**src/rtl/dma_pace_pkg.sv**
```systemverilog
package dma_pace_pkg;

  typedef enum logic [1:0] {
    PM_NORMAL = 2'b00,
    PM_RSVD   = 2'b01,
    PM_GAP16  = 2'b10,
    PM_GAP64  = 2'b11
  } pace_mode_e;

  typedef enum logic [1:0] {
    SZ_BYTE  = 2'b00,
    SZ_HALF  = 2'b01,
    SZ_WORD  = 2'b10,
    SZ_BLK16 = 2'b11
  } xfer_size_e;

  // Alignment rule for a stored initial address, by size and reload target.
  function automatic logic addr_aligned(input logic [3:0] lo,
                                        input xfer_size_e sz,
                                        input logic to_dst);
    logic ok;
    case (sz)
      SZ_BYTE:  ok = 1'b1;
      SZ_HALF:  ok = (lo[0] == 1'b0);
      SZ_WORD:  ok = (lo[1:0] == 2'b00);
      default:  ok = to_dst ? (lo[1:0] == 2'b00) : (lo == 4'h0);
    endcase
    return ok;
  endfunction

endpackage

```
**src/rtl/dma_pace_timer.sv**
```systemverilog
module dma_pace_timer
  import dma_pace_pkg::*;
#(
  parameter int SHORT_GAP = 16,
  parameter int LONG_GAP  = 64
) (
  input  logic       clk,
  input  logic       rst,
  input  logic       bus_ce,
  input  logic       xfer_start,
  input  logic       all_steal,
  input  pace_mode_e mode,
  output logic       grant_ok
);
  localparam int CW = (LONG_GAP > 2) ? $clog2(LONG_GAP) : 1;

  logic          busy_q;
  logic          gnt_q;
  logic [CW-1:0] cnt_q;
  logic [CW-1:0] last_q;
  logic          paced;

  // The mode bit 1 distinguishes the two paced modes from normal/reserved.
  assign paced = all_steal && mode[1];

  always_ff @(posedge clk) begin
    if (rst) begin
      busy_q <= 1'b0;
      gnt_q  <= 1'b1;
      cnt_q  <= '0;
      last_q <= '0;
    end else if (!busy_q) begin
      if (xfer_start && paced) begin
        busy_q <= 1'b1;
        gnt_q  <= 1'b0;
        cnt_q  <= '0;
        last_q <= (mode == PM_GAP64) ? CW'(LONG_GAP - 1) : CW'(SHORT_GAP - 1);
      end
    end else if (bus_ce) begin
      if (cnt_q == last_q) begin
        busy_q <= 1'b0;
        gnt_q  <= 1'b1;
      end
      cnt_q <= cnt_q + 1'b1;
    end
  end

  assign grant_ok = gnt_q;

endmodule

```
**src/rtl/dma_iar_bank.sv**
```systemverilog
module dma_iar_bank
  import dma_pace_pkg::*;
#(
  parameter int NCH = 4,
  parameter int AW  = 32,
  localparam int CHW = (NCH > 1) ? $clog2(NCH) : 1
) (
  input  logic             clk,
  input  logic             rst,
  input  logic             iar_we,
  input  logic [CHW-1:0]   iar_ch,
  input  logic [AW-1:0]    iar_wdata,
  input  logic [2*NCH-1:0] chan_size,
  input  logic [NCH-1:0]   chan_to_dst,
  input  logic [NCH-1:0]   chan_rpt,
  input  logic [NCH-1:0]   chan_done,
  output logic             align_err,
  output logic             rld_valid,
  output logic [CHW-1:0]   rld_ch,
  output logic             rld_to_dst,
  output logic [AW-1:0]    rld_addr
);
  logic [AW-1:0]  mem [NCH];
  logic [NCH-1:0] vld_q;
  logic [NCH-1:0] req;
  logic [CHW-1:0] pick;
  logic           hit;
  logic           wr_ok;
  xfer_size_e     wr_sz;

  assign wr_sz = xfer_size_e'(chan_size[{iar_ch, 1'b0} +: 2]);
  assign wr_ok = addr_aligned(iar_wdata[3:0], wr_sz, chan_to_dst[iar_ch]);

  // Storage written only on aligned data; no reset so it maps to RAM.
  always_ff @(posedge clk) begin
    if (iar_we && wr_ok) mem[iar_ch] <= iar_wdata;
  end

  always_ff @(posedge clk) begin
    if (rst) begin
      vld_q     <= '0;
      align_err <= 1'b0;
    end else begin
      align_err <= iar_we && !wr_ok;
      if (iar_we) vld_q[iar_ch] <= wr_ok;
    end
  end

  assign req = chan_done & chan_rpt & vld_q;
  assign hit = |req;

  always_comb begin
    pick = '0;
    for (int i = NCH - 1; i >= 0; i--) begin
      if (req[i]) pick = CHW'(i);
    end
  end

  always_ff @(posedge clk) begin
    if (hit) rld_addr <= mem[pick];
  end

  always_ff @(posedge clk) begin
    if (rst) begin
      rld_valid  <= 1'b0;
      rld_ch     <= '0;
      rld_to_dst <= 1'b0;
    end else begin
      rld_valid <= hit;
      if (hit) begin
        rld_ch     <= pick;
        rld_to_dst <= chan_to_dst[pick];
      end
    end
  end

endmodule

```
**src/rtl/dma_steal_pacer.sv**
```systemverilog
module dma_steal_pacer
  import dma_pace_pkg::*;
#(
  parameter int NCH       = 4,
  parameter int AW        = 32,
  parameter int SHORT_GAP = 16,
  parameter int LONG_GAP  = 64,
  localparam int CHW = (NCH > 1) ? $clog2(NCH) : 1
) (
  input  logic             clk,
  input  logic             rst,
  input  logic             bus_ce,
  input  logic [NCH-1:0]   chan_steal,
  input  logic             xfer_start,
  output logic             grant_ok,
  input  logic             op_we,
  input  logic [31:0]      op_wdata,
  output logic [31:0]      op_rdata,
  output logic             cfg_err,
  input  logic             iar_we,
  input  logic [CHW-1:0]   iar_ch,
  input  logic [AW-1:0]    iar_wdata,
  input  logic [2*NCH-1:0] chan_size,
  input  logic [NCH-1:0]   chan_to_dst,
  input  logic [NCH-1:0]   chan_rpt,
  input  logic [NCH-1:0]   chan_done,
  output logic             align_err,
  output logic             rld_valid,
  output logic [CHW-1:0]   rld_ch,
  output logic             rld_to_dst,
  output logic [AW-1:0]    rld_addr
);
  pace_mode_e mode_q;
  logic       cfg_err_q;
  logic       unused_op_bits;

  assign unused_op_bits = ^op_wdata[31:2];

  always_ff @(posedge clk) begin
    if (rst) begin
      mode_q    <= PM_NORMAL;
      cfg_err_q <= 1'b0;
    end else if (op_we) begin
      mode_q    <= pace_mode_e'(op_wdata[1:0]);
      cfg_err_q <= (op_wdata[1:0] == PM_RSVD);
    end
  end

  assign op_rdata = {30'b0, mode_q};
  assign cfg_err  = cfg_err_q;

  dma_pace_timer #(
    .SHORT_GAP (SHORT_GAP),
    .LONG_GAP  (LONG_GAP)
  ) u_timer (
    .clk        (clk),
    .rst        (rst),
    .bus_ce     (bus_ce),
    .xfer_start (xfer_start),
    .all_steal  (&chan_steal),
    .mode       (mode_q),
    .grant_ok   (grant_ok)
  );

  dma_iar_bank #(
    .NCH (NCH),
    .AW  (AW)
  ) u_bank (
    .clk         (clk),
    .rst         (rst),
    .iar_we      (iar_we),
    .iar_ch      (iar_ch),
    .iar_wdata   (iar_wdata),
    .chan_size   (chan_size),
    .chan_to_dst (chan_to_dst),
    .chan_rpt    (chan_rpt),
    .chan_done   (chan_done),
    .align_err   (align_err),
    .rld_valid   (rld_valid),
    .rld_ch      (rld_ch),
    .rld_to_dst  (rld_to_dst),
    .rld_addr    (rld_addr)
  );

endmodule

```
**config.mk**
```make
export PLATFORM = sky130hd
export DESIGN_NAME = dma_steal_pacer
export DESIGN_NICKNAME = d
export VERILOG_FILES = /design/src/rtl/dma_pace_pkg.sv /design/src/rtl/dma_pace_timer.sv /design/src/rtl/dma_iar_bank.sv /design/src/rtl/dma_steal_pacer.sv
export SDC_FILE = /design/constraint.sdc
export NUM_CORES = 1
export LEC_CHECK = 0
export ABC_AREA = 1
export CAP_MARGIN = 20
export CORE_AREA = 3 3 131 133
export CTS_BUF_LIST = sky130_fd_sc_hd__clkbuf_16
export CTS_CLUSTER_SIZE = 10
export DETAILED_ROUTE_END_ITERATION = 10
export DIE_AREA = 0 0 134 136
export PLACE_DENSITY = 0.76
export SYNTH_ARGS = -nofsm -noshare
export SYNTH_HDL_FRONTEND = slang
export SYNTH_SLANG_ARGS = --single-unit
```
**constraint.sdc**
```tcl
create_clock -name clk -period 2.05 [get_ports clk]
set_clock_uncertainty 0.05 [all_clocks]
set_input_delay 0.3075 -clock clk [delete_from_list [all_inputs] [get_ports clk]]
set_output_delay 0.3075 -clock clk [all_outputs]
set_load 0.02 [all_outputs]
```
==> results of run 1 <==
[sequential cells by signal (all words and copies together) (netlist names), 2 cells and up]
| register | cells |
|---|---|
| u_bank.mem | 128 |
| u_timer.last_q | 2 |
| u_timer.cnt_q | 6 |
| u_bank.rld_addr | 32 |
| u_bank.vld_q | 4 |
| u_bank.rld_ch | 2 |
| mode_q | 2 |
[routing by layer]
metal | up-vias | wire [um] | track usage | share of wire
li1 | 2221 | - | - | -
met1 | 2291 | 6527 | 0.2043 | 0.40
met2 | 176 | 8434 | 0.3035 | 0.52
met3 | 27 | 973 | 0.04145 | 0.060
met4 | 0 | 326 | 0.06400 | 0.020
met5 | - | 0 | 0 | 0
[placed cells by master, fill, tap and decap left out, types with 4 or more instances in the layout]
master             n
nor2_1            83
dfxtp_1           22
o21ai_0           52
clkinvlp_4         4
buf_12            11
clkinv_4           4
nand3_1           17
a21oi_2            5
o22ai_1           32
conb_1            30
buf_4             23
nand2_1           46
o21ai_1           21
inv_6              5
edfxtp_1         160
nand2_2           10
clkdlybuf4s50_1  104
a21oi_1           14
inv_1             18
clkbuf_16         22
[cells in the mapped netlist (all sizes together)]
library cell	instances
edfxtp	160
nor2	86
o21ai	74
nand2	57
buf	47
o22ai	32
inv	24
dfxtp	22
a21oi	19
nand3	19
clkbuf	6
nor3	2
o211ai	2
clkinv	1
conb	1
ha	1
nand4	1
o211a	1
or2	1
xor2	1
[worst reg2reg max path: stages (launching register included)]
cell     delay, ns
dfxtp_1       0.37
nand3_1       0.13
nand2_1       0.11
nand2_2       0.07
nand2_4       0.11
inv_4         0.07
buf_12        0.15
o21ai_0       0.22
o22ai_1       0.13
[stage by stage]
stage	hold slack (ns)	setup WS, ns	instance area, sq um
final	0.4060	0.1173	9368
after CTS	0.3986	0.1125	9185
after detailed placement	0.4007	-0.3112	8630
after global placement	0.4022	-0.3205	8630
after global routing	0.4138	0.04266	9368
after floorplan	0.3474	0.04469	7325
[report_power, final]
part	leakage, nW	internal [mW]	switching [mW]
Clock	0.280	1.68	1.35
Combinational	1.41	0.309	0.382
Sequential	1.63	4.21	0.0446
Total	3.33	6.20	1.78
[logic make-up after synthesis]
family	after synthesis	synth area share
simple gates	166	0.09713
compound gates	128	0.09852
other cells	1	0.0005208
xor+xnor	1	0.001217
buf+inv	78	0.07246
fa+ha+maj	1	0.001737
flops	182	0.7284
[path summary, 6_finish.rpt]
kind                                                     from                       endpoint  slack [ns]  cells past startpoint
worst max-delay path                             iar_wdata[1]    u_bank.mem[2][15]$_DFFE_PP_        0.12                      8
worst min-delay path                              op_wdata[1]         mode_q[1]$_SDFFE_PP0P_        0.41                      3
worst max register to register   u_bank.vld_q[2]$_SDFFE_PP0P_  u_bank.rld_addr[28]$_DFFE_PP_        0.38                      8
worst min register to register  u_timer.grant_ok$_SDFFE_PP1P_  u_timer.grant_ok$_SDFFE_PP1P_        0.41                      2
[repair_timing]
action	4_1_cts	5_1_grt
buffers inserted	0	1
setup endpoints to repair	0	126
gates resized for setup	0	10
[area by class of cell]
type	count	area [sq um]
Timing Repair Buffer	148	1618
Inverter	25	117.6
Clock inverter	15	130.1
Sequential cell	182	5245
Fill cell	1237	6575
Tap cell	216	270.3
Multi-Input combinational cell	326	1562
Clock buffer	17	425.4
==> impl_metrics.toml, run 1 <==
[outcome]
status = "completed"

[critical_path]
critPathKind = "primary input to register"
cp.required_ns = 2.13
path_common_cell = "nand2_2"
path_max_fanout = 8
worst-path-buf-inv = 3
critPathMaxStageDelay_ns = 0.48
cp_data_arrival_time_ns = 2.01
crit_slowest_cell = "clkdlybuf4s50_1"
crit_chain = "clkdlybuf4s50_1 -> or2_2 -> nor2_2 -> nand3_1 -> nand2_2 -> nand2_2 -> clkinvlp_4 -> buf_6"
crit_path_end_kind = "register"
cp-start-kind = "primary input"
crit_family = "buffers and inverters"

[grt]
grt_util_all_layers = 0.1716
grt_max_degree = 38
antenna_found_initial = 0
grt_overflow_total = 0
first_global_vias = 4724
grt_pass1_wl_um = 24180

[clocking]
cts_tree = "built"
cts.path.max_buffers = 2
cts_hold_buf = 0
cts-root-buf = "clkbuf_16"
cts_made_buffers = 17
cts_sinks = 182
cts.clk_slew.worst_paths_ns = 0.07
htree_levels = 4
clk_latency_ns = 0.41

[place]
placement.io_buffers = 106
place_congestion = 0.7859
hpwl_um = 10090
dp_cells = 889

[sta]
finalSetupViolations = 0
rsz0062_at_grt = "no"
post-route-min-period_ns = 1.933
fin_crit_sh = 0.9428
timing.fmax_mhz = 517.4
hold_violations = 0
tns_ns = 0
drv_slew = 0

[synthesis]
synth.avg_cell_area_sq_um = 12.93
synthesis.area_sq_um = 7201
yosysSeqAreaShare = 0.7284
synth_top_area_frac = 0.6672
synth_top_cells_by_area = "edfxtp_1 (67%), dfxtp_1 (6.1%), nor2_1 (4.3%)"
syn_inst = 557
synthDistinctLibCells = 36
synth_warnings = 0
synth_seq_cells = 182
post-synth-top-area-cell = "edfxtp_1"

[route]
firstDrtPassIters = 5
routed_wirelength_um = 16260
viasPerCell = 5.075
drcViolationCount = 0
drt_iter0_markers = 449
wl_per_cell_um = 17.50
ant_nets = 0
via_count = 4715

[layout]
utilization = 0.5876
layout.nets = 797
stdcell_count = 929
drive_above_1_share = 0.1431
syn_to_final_growth_pct = 30.10
num_antenna_cells = 0

[hold_path]
hold_class = "primary input to register"

[power_and_ir_drop]
p_total_mw = 7.979
peakVddDrop_v = 0.0006124
power.leakage_nw = 3.326
power_density_nw_per_um2 = 851.7

[floorplan]
dieArea_sq_um = 18220
rows = 46
die_x_um = 134
start_util = 0.4517
core_sq_um = 15940
die_h_um = 136
io-pin-count = 167

[job]
drv_cap = 0
Note: power is estimated with default switching activity, not from simulation.
==> run 2: changes to the inputs <==
--- a/config.mk
+++ b/config.mk
@@ -7,12 +7,12 @@
 export LEC_CHECK = 0
 export ABC_AREA = 1
 export CAP_MARGIN = 20
-export CORE_AREA = 3 3 131 133
+export CORE_AREA = 3 3 139 141
 export CTS_BUF_LIST = sky130_fd_sc_hd__clkbuf_16
 export CTS_CLUSTER_SIZE = 10
 export DETAILED_ROUTE_END_ITERATION = 10
-export DIE_AREA = 0 0 134 136
-export PLACE_DENSITY = 0.76
+export DIE_AREA = 0 0 142 144
+export PLACE_DENSITY = 0.69
 export SYNTH_ARGS = -nofsm -noshare
 export SYNTH_HDL_FRONTEND = slang
 export SYNTH_SLANG_ARGS = --single-unit
==> impl_metrics.toml, run 2 (synthesis results as in run 1) <==
[outcome]
status = "completed"

[floorplan]
rows = 49
core_sq_um = 18090
die_h_um = 144
io-pin-count = 167
die_x_um = 142
start_util = 0.3981
dieArea_sq_um = 20450

[grt]
antenna_found_initial = 0
grt_pass1_wl_um = 24020
grt_overflow_total = 0
first_global_vias = 4689
grt_max_degree = 34
grt_util_all_layers = 0.1535

[layout]
layout.nets = 789
fillers = 1506
largest-register = "u_bank.mem"
syn_to_final_growth_pct = 28.18
final_cell_mix = "edfxtp_1 (160), clkdlybuf4s50_1 (106), nor2_1 (83)"
utilization = 0.5103
largest_reg_flops = 128
layout_commonest_cell = "edfxtp_1"
top_regs = "u_bank.mem x128, u_bank.rld_addr x32, u_timer.cnt_q x6"
register_area_sq_um = 5245
multi_input_comb_area_sq_um = 1543
drive_above_1_share = 0.1305

[place]
hpwl_um = 10280
place_congestion = 0.8389
placement.io_buffers = 106

[clocking]
cts_sinks = 182
cts_tree = "built"
cts.clk_slew.worst_paths_ns = 0.07
cts.path.max_buffers = 2
cts_made_buffers = 17
htree_levels = 4
cts-root-buf = "clkbuf_16"
cts_hold_buf = 0
cts_resized = 0
post_cts_buffers = 0
clk_latency_ns = 0.43

[critical_path]
critPathKind = "primary input to register"
crit_chain = "clkdlybuf4s50_1 -> buf_4 -> nand2_1 -> nand2_1 -> nand2_1 -> nand2_1 -> nand2_1 -> a21oi_1 -> nand2_2 -> nand2_1 -> clkinvlp_4 -> buf_4"
crit_slowest_cell = "clkdlybuf4s50_1"
cp-start-kind = "primary input"
path_common_cell = "nand2_1"
crit_family = "buffers and inverters"
crit_path_end_kind = "register"
critPathMaxStageDelay_ns = 0.46
cp_data_arrival_time_ns = 2.03
cp.required_ns = 2.18
worst-path-buf-inv = 4
path_max_fanout = 11

[hold_path]
hold_class = "register to register"

[sta]
timing.fmax_mhz = 525.9
post-route-min-period_ns = 1.901
drv_slew = 0
fin_crit_sh = 0.9275
whs_ns = 0.4185
finalSetupViolations = 0
rsz0062_at_grt = "no"
hold_violations = 0
tns_ns = 0

[power_and_ir_drop]
peakVddDrop_v = 0.0007153
power_density_nw_per_um2 = 870.1
power.leakage_nw = 3.231
p_total_mw = 8.031

[route]
viasPerCell = 4.997
wl_per_cell_um = 16.31
via_count = 4672
routed_wirelength_um = 15250
drcViolationCount = 0
ant_nets = 0
firstDrtPassIters = 6
drt_iter0_markers = 278

[job]
drv_cap = 0
run 2: worst paths after layout:
path / from / end / slack [ns] / cells after the start
max: iar_ch[0] / u_bank.mem[2][12]$_DFFE_PP_ / 0.15 / 12
min: cfg_err$_SDFFE_PP0P_ / cfg_err$_SDFFE_PP0P_ / 0.42 / 2
max reg2reg: u_bank.vld_q[1]$_SDFFE_PP0P_ / u_bank.rld_addr[8]$_DFFE_PP_ / 0.41 / 6
min reg2reg: cfg_err$_SDFFE_PP0P_ / cfg_err$_SDFFE_PP0P_ / 0.42 / 2
run 2: tightest hold or removal path: cells and delay by family (launching register included):
kind | cells | cell delay (ns)
AO/OA/AOI/OAI | 1 | 0.05
flip-flops | 1 | 0.31
AND/OR/NAND/NOR | 1 | 0.06
run 2: per-stage QoR:
| step | area, sq um | worst slack [ns] | instances |
|---|---|---|---|
| 2_1_floorplan | 7325 | 0.04469 | 586 |
| 3_3_place_gp | 8646 | -0.2544 | 902 |
| 4_1_cts | 9228 | 0.1675 | 934 |
| 5_1_grt | 9228 | 0.03767 | 934 |
| 6_report | 9230 | 0.1486 | 935 |
| 3_5_place_dp | 8646 | -0.2846 | 902 |
run 2: layout make-up:
cell class	count	share of cell area
timing repair buffer	140	0.1575
tap	229	0.03104
multi-input combinational	326	0.1671
clock inverter	15	0.01694
sequential	182	0.5683
antenna	1	0.0002711
inverter	25	0.01274
clock buffer	17	0.04609
run 2: metal layers:
| layer | track usage | wire length, um | vias up |
|---|---|---|---|
| met3 | 0.04762 | 1040 | 29 |
| li1 | - | - | 2217 |
| met1 | 0.1954 | 6609 | 2224 |
| met4 | 0.06212 | 366 | 0 |
| met2 | 0.2460 | 7229 | 202 |
| met5 | 0 | 0 | - |
run 2: where the power goes:
| part | switching [mW] | internal, mW |
|---|---|---|
| Clock | 1.51 | 1.63 |
| Sequential | 0.0434 | 4.21 |
| Combinational | 0.359 | 0.283 |
